File: src/rtl/sdf_pkg.sv
package sdf_pkg;

   // highest filter order the cascade is built for; the low mode drops one stage
   parameter int MAX_ORDER = 4;

   typedef enum logic {
      ORD_HIGH = 1'b0,
      ORD_LOW  = 1'b1
   } order_e;

   // bits needed to hold the largest decimation ratio
   function automatic int ratio_bits(input int unit, input int fs_w);
      return $clog2(unit * ((1 << fs_w) - 1) + 1);
   endfunction

endpackage

File: src/rtl/sdf_decim_ctrl.sv
module sdf_decim_ctrl
   import sdf_pkg::*;
#(
   parameter int FS_W  = 10,
   parameter int UNIT  = 64,
   parameter int CNT_W = 16
) (
   input  logic            clk,
   input  logic            rst_n,
   input  logic            mod_stb,
   input  logic            order_sel,
   input  logic [FS_W-1:0] rate_div,
   input  logic            resync,
   output logic            restart,
   output logic            dump,
   output logic            keep
);

   localparam int SET_W = $clog2(MAX_ORDER + 1);

   logic [FS_W-1:0]  fs_q;
   logic             ord_q;
   logic [FS_W-1:0]  fs_eff;
   logic [CNT_W-1:0] ratio;
   logic [CNT_W-1:0] samp_cnt;
   logic [SET_W-1:0] settle;
   logic [SET_W-1:0] need_m1;

   always_comb begin
      fs_eff  = (rate_div == '0) ? FS_W'(1) : rate_div;
      ratio   = CNT_W'(UNIT) * CNT_W'(fs_eff);
      restart = resync | (rate_div != fs_q) | (order_sel != ord_q);
      need_m1 = (order_e'(order_sel) == ORD_LOW) ? SET_W'(MAX_ORDER - 2)
                                                 : SET_W'(MAX_ORDER - 1);
   end

   always_ff @(posedge clk) begin
      if (!rst_n) begin
         fs_q     <= rate_div;
         ord_q    <= order_sel;
         samp_cnt <= '0;
         settle   <= '0;
         dump     <= 1'b0;
         keep     <= 1'b0;
      end else begin
         fs_q  <= rate_div;
         ord_q <= order_sel;
         dump  <= 1'b0;
         keep  <= 1'b0;
         if (restart) begin
            samp_cnt <= '0;
            settle   <= '0;
         end else if (mod_stb) begin
            if (samp_cnt == ratio - CNT_W'(1)) begin
               samp_cnt <= '0;
               dump     <= 1'b1;
               keep     <= (settle >= need_m1);
               if (settle < need_m1) begin
                  settle <= settle + SET_W'(1);
               end
            end else begin
               samp_cnt <= samp_cnt + CNT_W'(1);
            end
         end
      end
   end

   // the sample counter never passes the active ratio
   assert_cnt_in_range_R2: assert property (@(posedge clk) disable iff (!rst_n)
      !restart |-> (samp_cnt < ratio));

   // a decision only follows a clock that carried a sample
   assert_dump_needs_strobe_R9: assert property (@(posedge clk) disable iff (!rst_n)
      dump |-> $past(mod_stb));

   // release is only granted together with a decision
   assert_keep_with_dump_R4: assert property (@(posedge clk) disable iff (!rst_n)
      keep |-> dump);

   // the settling count stays inside the blanking window
   assert_settle_bound_R4: assert property (@(posedge clk) disable iff (!rst_n)
      settle <= SET_W'(MAX_ORDER - 1));

endmodule

File: src/rtl/sdf_integrators.sv
module sdf_integrators #(
   parameter int ACC_W  = 65,
   parameter int STAGES = 4
) (
   input  logic                          clk,
   input  logic                          rst_n,
   input  logic                          clear,
   input  logic                          stb,
   input  logic                          bit_in,
   output logic [STAGES-1:0][ACC_W-1:0]  taps
);

   logic [ACC_W-1:0] acc [STAGES];
   logic [ACC_W-1:0] step;

   // +1 for a one, all ones (-1) for a zero
   assign step = {{(ACC_W-1){~bit_in}}, 1'b1};

   for (genvar s = 0; s < STAGES; s++) begin : g_stage
      logic [ACC_W-1:0] addend;
      if (s == 0) begin : g_head
         assign addend = step;
      end else begin : g_chain
         assign addend = acc[s-1];
      end

      always_ff @(posedge clk) begin
         if (!rst_n || clear) begin
            acc[s] <= '0;
         end else if (stb) begin
            acc[s] <= acc[s] + addend;
         end
      end

      assign taps[s] = acc[s];
   end

   // a restart leaves every integrator at zero
   assert_integ_clear_R6: assert property (@(posedge clk) disable iff (!rst_n)
      $past(clear) |-> (taps == '0));

   // integrators only move on strobed clocks
   assert_integ_hold_R9: assert property (@(posedge clk) disable iff (!rst_n)
      (!$past(stb) && !$past(clear)) |-> $stable(taps));

endmodule

File: src/rtl/sdf_combs.sv
module sdf_combs
   import sdf_pkg::*;
#(
   parameter int ACC_W  = 65,
   parameter int STAGES = 4
) (
   input  logic                          clk,
   input  logic                          rst_n,
   input  logic                          clear,
   input  logic                          dump,
   input  logic                          order_sel,
   input  logic [STAGES-1:0][ACC_W-1:0]  taps,
   output logic [ACC_W-1:0]              result
);

   logic [ACC_W-1:0] stage_in  [STAGES+1];
   logic [ACC_W-1:0] dly       [STAGES];
   logic             low_mode;

   assign low_mode    = (order_e'(order_sel) == ORD_LOW);
   // the low-order mode taps one integrator earlier and stops one comb earlier
   assign stage_in[0] = low_mode ? taps[STAGES-2] : taps[STAGES-1];

   for (genvar s = 0; s < STAGES; s++) begin : g_comb
      assign stage_in[s+1] = stage_in[s] - dly[s];

      always_ff @(posedge clk) begin
         if (!rst_n || clear) begin
            dly[s] <= '0;
         end else if (dump) begin
            dly[s] <= stage_in[s];
         end
      end
   end

   assign result = low_mode ? stage_in[STAGES-1] : stage_in[STAGES];

   // a restart empties the comb delay line
   assert_comb_clear_R6: assert property (@(posedge clk) disable iff (!rst_n)
      $past(clear) |-> (dly[0] == '0 && dly[STAGES-1] == '0));

   // comb state only advances on a decision
   assert_comb_hold_R2: assert property (@(posedge clk) disable iff (!rst_n)
      (!$past(dump) && !$past(clear)) |-> $stable(dly[0]));

endmodule

File: src/rtl/sdf_out_scale.sv
module sdf_out_scale
   import sdf_pkg::*;
#(
   parameter int ACC_W = 65,
   parameter int OUT_W = 24,
   parameter int SH_HI = 41,
   parameter int SH_LO = 25
) (
   input  logic             clk,
   input  logic             rst_n,
   input  logic             load,
   input  logic             order_sel,
   input  logic [ACC_W-1:0] result,
   output logic [OUT_W-1:0] data_out,
   output logic             data_rdy
);

   localparam logic signed [ACC_W-1:0] POS_LIM =
      {{(ACC_W-OUT_W+1){1'b0}}, {(OUT_W-1){1'b1}}};
   localparam logic signed [ACC_W-1:0] NEG_LIM =
      {{(ACC_W-OUT_W+1){1'b1}}, {(OUT_W-1){1'b0}}};

   logic signed [ACC_W-1:0] scaled;
   logic        [OUT_W-1:0] clamped;

   generate
      if (SH_HI == SH_LO) begin : g_one_shift
         always_comb scaled = $signed(result) >>> SH_HI;
      end else begin : g_two_shift
         always_comb begin
            if (order_e'(order_sel) == ORD_LOW) begin
               scaled = $signed(result) >>> SH_LO;
            end else begin
               scaled = $signed(result) >>> SH_HI;
            end
         end
      end
   endgenerate

   always_comb begin
      if (scaled > POS_LIM) begin
         clamped = POS_LIM[OUT_W-1:0];
      end else if (scaled < NEG_LIM) begin
         clamped = NEG_LIM[OUT_W-1:0];
      end else begin
         clamped = scaled[OUT_W-1:0];
      end
   end

   always_ff @(posedge clk) begin
      if (!rst_n) begin
         data_out <= '0;
         data_rdy <= 1'b0;
      end else begin
         data_rdy <= load;
         if (load) begin
            data_out <= clamped;
         end
      end
   end

endmodule

File: src/rtl/sinc_decim_filter.sv
module sinc_decim_filter
   import sdf_pkg::*;
#(
   parameter int OUT_W = 24,
   parameter int FS_W  = 10,
   parameter int UNIT  = 64
) (
   input  logic             clk,
   input  logic             rst_n,
   input  logic             mod_bit,
   input  logic             mod_stb,
   input  logic             order_sel,
   input  logic [FS_W-1:0]  rate_div,
   input  logic             resync,
   output logic [OUT_W-1:0] data_out,
   output logic             data_rdy
);

   localparam int RBITS = ratio_bits(UNIT, FS_W);
   localparam int ACC_W = MAX_ORDER * RBITS + 1;
   localparam int SH_HI = MAX_ORDER * RBITS - (OUT_W - 1);
   localparam int SH_LO = (MAX_ORDER - 1) * RBITS - (OUT_W - 1);

   // elaboration-time parameter checks
   if (UNIT < 2) begin : g_bad_unit
      $error("UNIT must be at least 2");
   end
   if (FS_W < 1 || FS_W > 16) begin : g_bad_fs
      $error("FS_W must lie in 1..16");
   end
   if (OUT_W < 2) begin : g_bad_out
      $error("OUT_W must be at least 2");
   end
   if (SH_LO < 0 || ACC_W < OUT_W) begin : g_bad_scale
      $error("OUT_W is too wide for the configured ratio range");
   end
   if (MAX_ORDER < 2) begin : g_bad_order
      $error("MAX_ORDER must be at least 2");
   end

   logic                             restart;
   logic                             dump;
   logic                             keep;
   logic                             load;
   logic [MAX_ORDER-1:0][ACC_W-1:0]  taps;
   logic [ACC_W-1:0]                 result;

   sdf_decim_ctrl #(
      .FS_W  (FS_W),
      .UNIT  (UNIT),
      .CNT_W (RBITS)
   ) ctrl_i (
      .clk       (clk),
      .rst_n     (rst_n),
      .mod_stb   (mod_stb),
      .order_sel (order_sel),
      .rate_div  (rate_div),
      .resync    (resync),
      .restart   (restart),
      .dump      (dump),
      .keep      (keep)
   );

   sdf_integrators #(
      .ACC_W  (ACC_W),
      .STAGES (MAX_ORDER)
   ) integ_i (
      .clk    (clk),
      .rst_n  (rst_n),
      .clear  (restart),
      .stb    (mod_stb),
      .bit_in (mod_bit),
      .taps   (taps)
   );

   sdf_combs #(
      .ACC_W  (ACC_W),
      .STAGES (MAX_ORDER)
   ) comb_i (
      .clk       (clk),
      .rst_n     (rst_n),
      .clear     (restart),
      .dump      (dump & ~restart),
      .order_sel (order_sel),
      .taps      (taps),
      .result    (result)
   );

   assign load = dump & keep & ~restart;

   sdf_out_scale #(
      .ACC_W (ACC_W),
      .OUT_W (OUT_W),
      .SH_HI (SH_HI),
      .SH_LO (SH_LO)
   ) scale_i (
      .clk       (clk),
      .rst_n     (rst_n),
      .load      (load),
      .order_sel (order_sel),
      .result    (result),
      .data_out  (data_out),
      .data_rdy  (data_rdy)
   );

   // ready is a single-clock pulse
   assert_rdy_pulse_R7: assert property (@(posedge clk) disable iff (!rst_n)
      data_rdy |=> !data_rdy);

   // the word holds while ready is low
   assert_hold_word_R7: assert property (@(posedge clk) disable iff (!rst_n)
      !data_rdy |-> (data_out == $past(data_out)));

   // a released word always stems from a settled decision
   assert_rdy_after_keep_R4: assert property (@(posedge clk) disable iff (!rst_n)
      data_rdy |-> $past(keep));

   // nothing is released on the clock right after a restart
   assert_no_rdy_after_restart_R6: assert property (@(posedge clk) disable iff (!rst_n)
      $past(restart) |-> !data_rdy);

endmodule

File: config.mk
export PLATFORM = sky130hd
export DESIGN_NAME = sinc_decim_filter
export DESIGN_NICKNAME = d
export VERILOG_FILES = /design/src/rtl/sdf_pkg.sv /design/src/rtl/sdf_decim_ctrl.sv /design/src/rtl/sdf_integrators.sv /design/src/rtl/sdf_combs.sv /design/src/rtl/sdf_out_scale.sv /design/src/rtl/sinc_decim_filter.sv
export SDC_FILE = /design/constraint.sdc
export NUM_CORES = 2
export LEC_CHECK = 0
export ABC_AREA = 0
export BUFFER_PORTS_ARGS = -buffer_cell sky130_fd_sc_hd__buf_4
export CORE_ASPECT_RATIO = 1.5
export CORE_MARGIN = 5
export CORE_UTILIZATION = 55
export DETAILED_ROUTE_END_ITERATION = 16
export GPL_TIMING_DRIVEN = 0
export PLACE_DENSITY = 0.71
export SYNTH_ARGS = -nofsm -noshare
export SYNTH_HDL_FRONTEND = slang
export SYNTH_SLANG_ARGS = --single-unit
export TNS_END_PERCENT = 1
File: constraint.sdc
create_clock -name clk -period 15.4 [get_ports clk]
set_input_delay 3.08 -clock clk [delete_from_list [all_inputs] [get_ports clk]]
set_output_delay 3.08 -clock clk [all_outputs]
set_load 0.05 [all_outputs]
==> results.sh <==
export IMPL_synth_compound_area_share_pct=21.0
export IMPL_core_area_mm2=0.0887
export IMPL_met3_usage_pct=2.21
export IMPL_power_density_mw_per_mm2=135
export IMPL_first_iter_violations=1990
export IMPL_synth_seq_cells=577
export IMPL_numCtsBuffers=57
export IMPL_critPathMaxStageDelay_ns=0.50
export IMPL_num_rows=134
export IMPL_synth_seq_area_share_pct=34.2
export IMPL_grtUsageMet2_pct=45.8
export IMPL_synth_mux_area_share_pct=1.67
export IMPL_hpwl_um=94600
export IMPL_area_growth_syn_to_layout_pct=8.23
export IMPL_cp_depth=53
export IMPL_hold_start="scale_i.data_out[23]$_SDFFE_PN0P_"
export IMPL_worst_slew_pin_slew_ns=1.53
export IMPL_routedWlPerCell_um=17.4
export IMPL_period_share_pct=96.0
export IMPL_pre_cts_slack_ns=-3.39
export IMPL_ys_warn_count=0
export IMPL_critPathKind="input pin to register"
export IMPL_path_clk_slew_ns=0.06
export IMPL_ctsHtreeMaxLevel=2
export IMPL_synth_edf_count=520
export IMPL_crit_required_ns=15.90
export IMPL_multi_input_area_mm2=0.0304
export IMPL_met1_usage_pct=26.2
export IMPL_port_buffers=39
export IMPL_crit_path_end_kind="register"
export IMPL_fin_nets=6114
export IMPL_n_antenna_cell=0
export IMPL_ys_flop_type="edfxtp_1"
export IMPL_viasPerCell=5.81
export IMPL_routed_wl_um=118000
export IMPL_finalHoldViolations=0
export IMPL_fin_skew_ns=0.0229
export IMPL_status="finished with violations"
export IMPL_start_kind="input pin"
export IMPL_gp_congestion=0.937
export IMPL_synth_top_family_by_area="compound AO/OA/AOI/OAI gates"
export IMPL_synthAdderAreaFrac_pct=13.4
export IMPL_synthCells=5470
export IMPL_root_buffer="clkbuf_16"
export IMPL_worstSetupStartpoint="order_sel"
export IMPL_num_io_pins=41
export IMPL_vias=39400
export IMPL_ys_async_sr_fraction_pct=0
export IMPL_drt_pass1_iterations=7
export IMPL_grt_pass1_wl_um=190000
export IMPL_clock_path_buffers=3
export IMPL_slowest_stage="clkbuf_1"
export IMPL_syn_num_nets=6007
export IMPL_insertion_delay_ns=0.64
export IMPL_antenna_found_initial=1
export IMPL_synth_distinct_cells=87
export IMPL_ff2ff_path_depth=48
export IMPL_leakage_nw=24.4
export IMPL_worstPathArrival_ns=15.29
export IMPL_clock_sinks=577
export IMPL_slew_headroom_pct=-4.75
export IMPL_n_fill_cell=7772
export IMPL_grt_pass1_vias=39200
export IMPL_start_util_pct=55.3
export IMPL_violations="max-capacitance violations, max-slew violations"
export IMPL_drive_gt1_share_pct=5.14
export IMPL_fin_area_mm2=0.0531
export IMPL_fin_util_pct=59.8
export IMPL_cts_hold_buf=0
export IMPL_dp_cells=6671
export IMPL_rsz0062_at_grt="yes"
export IMPL_grt_max_degree=135
export IMPL_top_usage_layer="met2"
export IMPL_synth_xor_area_share_pct=8.40
export IMPL_netlist_area_mm2=0.0490
export IMPL_yosys_area_share_simple_pct=17.1
export IMPL_finalCriticalPeriod_ns=14.79
export IMPL_path_common_cell="o21ai_0"
export IMPL_cts_tree="yes"
export IMPL_ant_nets=0
export IMPL_final_cells=6779
export IMPL_critPathTopFamily="compound AO/OA/AOI/OAI gates"
export IMPL_cp_buffers_inverters=3
export IMPL_setup_violations_final=0
export IMPL_dpl_cell_area_mm2=0.0509
export IMPL_ir_drop_uv=262
export IMPL_drc_errors=0
export IMPL_fmax_ghz=0.0676
export IMPL_hold_depth=2
export IMPL_final_max_slew_viol_count=4
export IMPL_grt_usage_pct=24.1
export IMPL_seq_area_mm2=0.0168
export IMPL_syn_area_per_cell_um2=8.96
export IMPL_grt_overflow_total=0
export IMPL_die_area_mm2=0.0953
export IMPL_timing_rr_start="integ_i.acc[2][7]$_SDFFCE_PN0P_"
export IMPL_cap_violations=1
export IMPL_layout_setup_ws_ns=0.613
export IMPL_die_h_um=376
export IMPL_whs_ns=0.470
export IMPL_hp_class="register to register"
export IMPL_die_w_um=254
export IMPL_critPathMaxFanout=10
==> layout make-up <==
class                           instances  share of cell area [%]
Multi-Input combinational cell       4335                    57.3
Sequential cell                       577                    31.6
Clock buffer                           81                    3.09
Inverter                              387                    2.75
Tap cell                             1156                    2.73
Buffer                                170                    1.31
Timing Repair Buffer                   49                   0.929
Clock inverter                         24                   0.351
==> path summary, 6_finish.rpt <==
| path | endpoint | slack (ns) |
|---|---|---|
| setup / recovery | scale_i.data_out[23]$_SDFFE_PN0P_ | 0.61 |
| hold / removal | scale_i.data_out[23]$_SDFFE_PN0P_ | 0.47 |
| setup reg to reg | scale_i.data_out[23]$_SDFFE_PN0P_ | 3.60 |
| hold reg to reg | scale_i.data_out[23]$_SDFFE_PN0P_ | 0.47 |
==> power breakdown <==
part	internal (W)	leakage (nW)	switching, W
clock	0.000786	0.902	0.000603
sequential	0.00168	6.88	0.000000733
combinational	0.00157	16.6	0.00253
total	0.00404	24.4	0.00313
==> timing repair <==
action,CTS,global route
setup endpoints to repair,27,23
gates resized for setup,25,36
pin swaps,0,3
setup buffers,0,4
==> placed cells by master (no fill, tap or decap), drive strengths merged, types with 57 or more instances in the layout <==
cell    instances
nand4          84
xor2          220
o21ai         288
a31oi          61
and2          181
buf            63
a21o          323
ha            514
nor3           75
edfxtp        520
nand3          95
and3          150
nand2b         67
o21bai         67
mux2           62
a21oi         477
dfxtp          57
clkbuf        237
nor2          540
inv           388
nand2         310
xnor2         250
nor2b          73
==> cell families after synthesis <==
| kind of cell | count (synthesis) |
|---|---|
| AO/OA/AOI/OAI | 1587 |
| XOR/XNOR | 470 |
| adder cells (fa/ha/maj) | 521 |
| buffers and inverters | 558 |
| flip-flops | 577 |
| multiplexers | 74 |
| AND/OR/NAND/NOR | 1683 |
==> registers in the layout (all words and copies together) (netlist names) <==
register          flops
integ_i.acc         260
scale_i.data_out     24
scale_i.data_rdy      1
ctrl_i.fs_q          10
ctrl_i.ord_q          1
ctrl_i.settle         3
ctrl_i.keep           1
comb_i.dly          260
ctrl_i.dump           1
ctrl_i.samp_cnt      16
==> per-layer routing <==
metal	part of all wire [%]	wire, um
met5	0.012	14
met4	6.0	7070
met3	2.8	3280
met2	52	61200
met1	39	46600
==> through the flow <==
| step | setup TNS (ns) | total power [W] |
|---|---|---|
| after floorplan | 0 | 0.00461 |
| after CTS | 0 | 0.00708 |
| after global routing | -0.0341 | 0.00762 |
| final | 0 | 0.00717 |
| after global placement | -72.04 | 0.00561 |
| after detailed placement | -76.41 | 0.00565 |
==> worst reg2reg max path: cells and delay by family, from the launching register on <==
kind | cells | cell delay (ns)
AOI/OAI and AO/OA | 26 | 6.07
xor gates and xnor gates | 4 | 0.74
adders and majority gates | 4 | 1.44
buffers and inverters | 1 | 0.20
DFF | 1 | 0.46
muxes | 1 | 0.32
and+or+nand+nor | 12 | 2.45
==> synthesized netlist by cell type (13+ instances only) <==
master	count	area, um^2
nor2_1	539	2020
nand2_1	310	1160
a21o_1	323	2420
nand3_1	95	475
o21ai_0	286	1430
a21oi_1	476	2380
xnor2_1	250	2190
and4_1	26	228
clkbuf_1	158	593
o21bai_1	67	503
a21boi_0	20	150
o31ai_1	23	173
and2_1	179	1120
a211oi_1	43	323
a221oi_1	17	149
a2111oi_0	16	140
mux2_2	62	698
a211o_1	18	158
nand4_1	83	519
and3_1	150	938
edfxtp_1	520	15600
nor3_1	74	370
nor2b_1	73	457
nand2b_1	67	419
a221o_1	16	160
a31oi_1	61	382
ha_1	514	6430
or3_1	15	93.8
xor2_1	220	1930
nor4_1	15	93.8
nor3b_1	14	105
a41oi_1	19	166
a31o_2	13	114
dfxtp_1	57	1140
o211ai_1	29	218
inv_1	387	1450
o21a_1	56	420
Power figures use the tool's default switching activity.
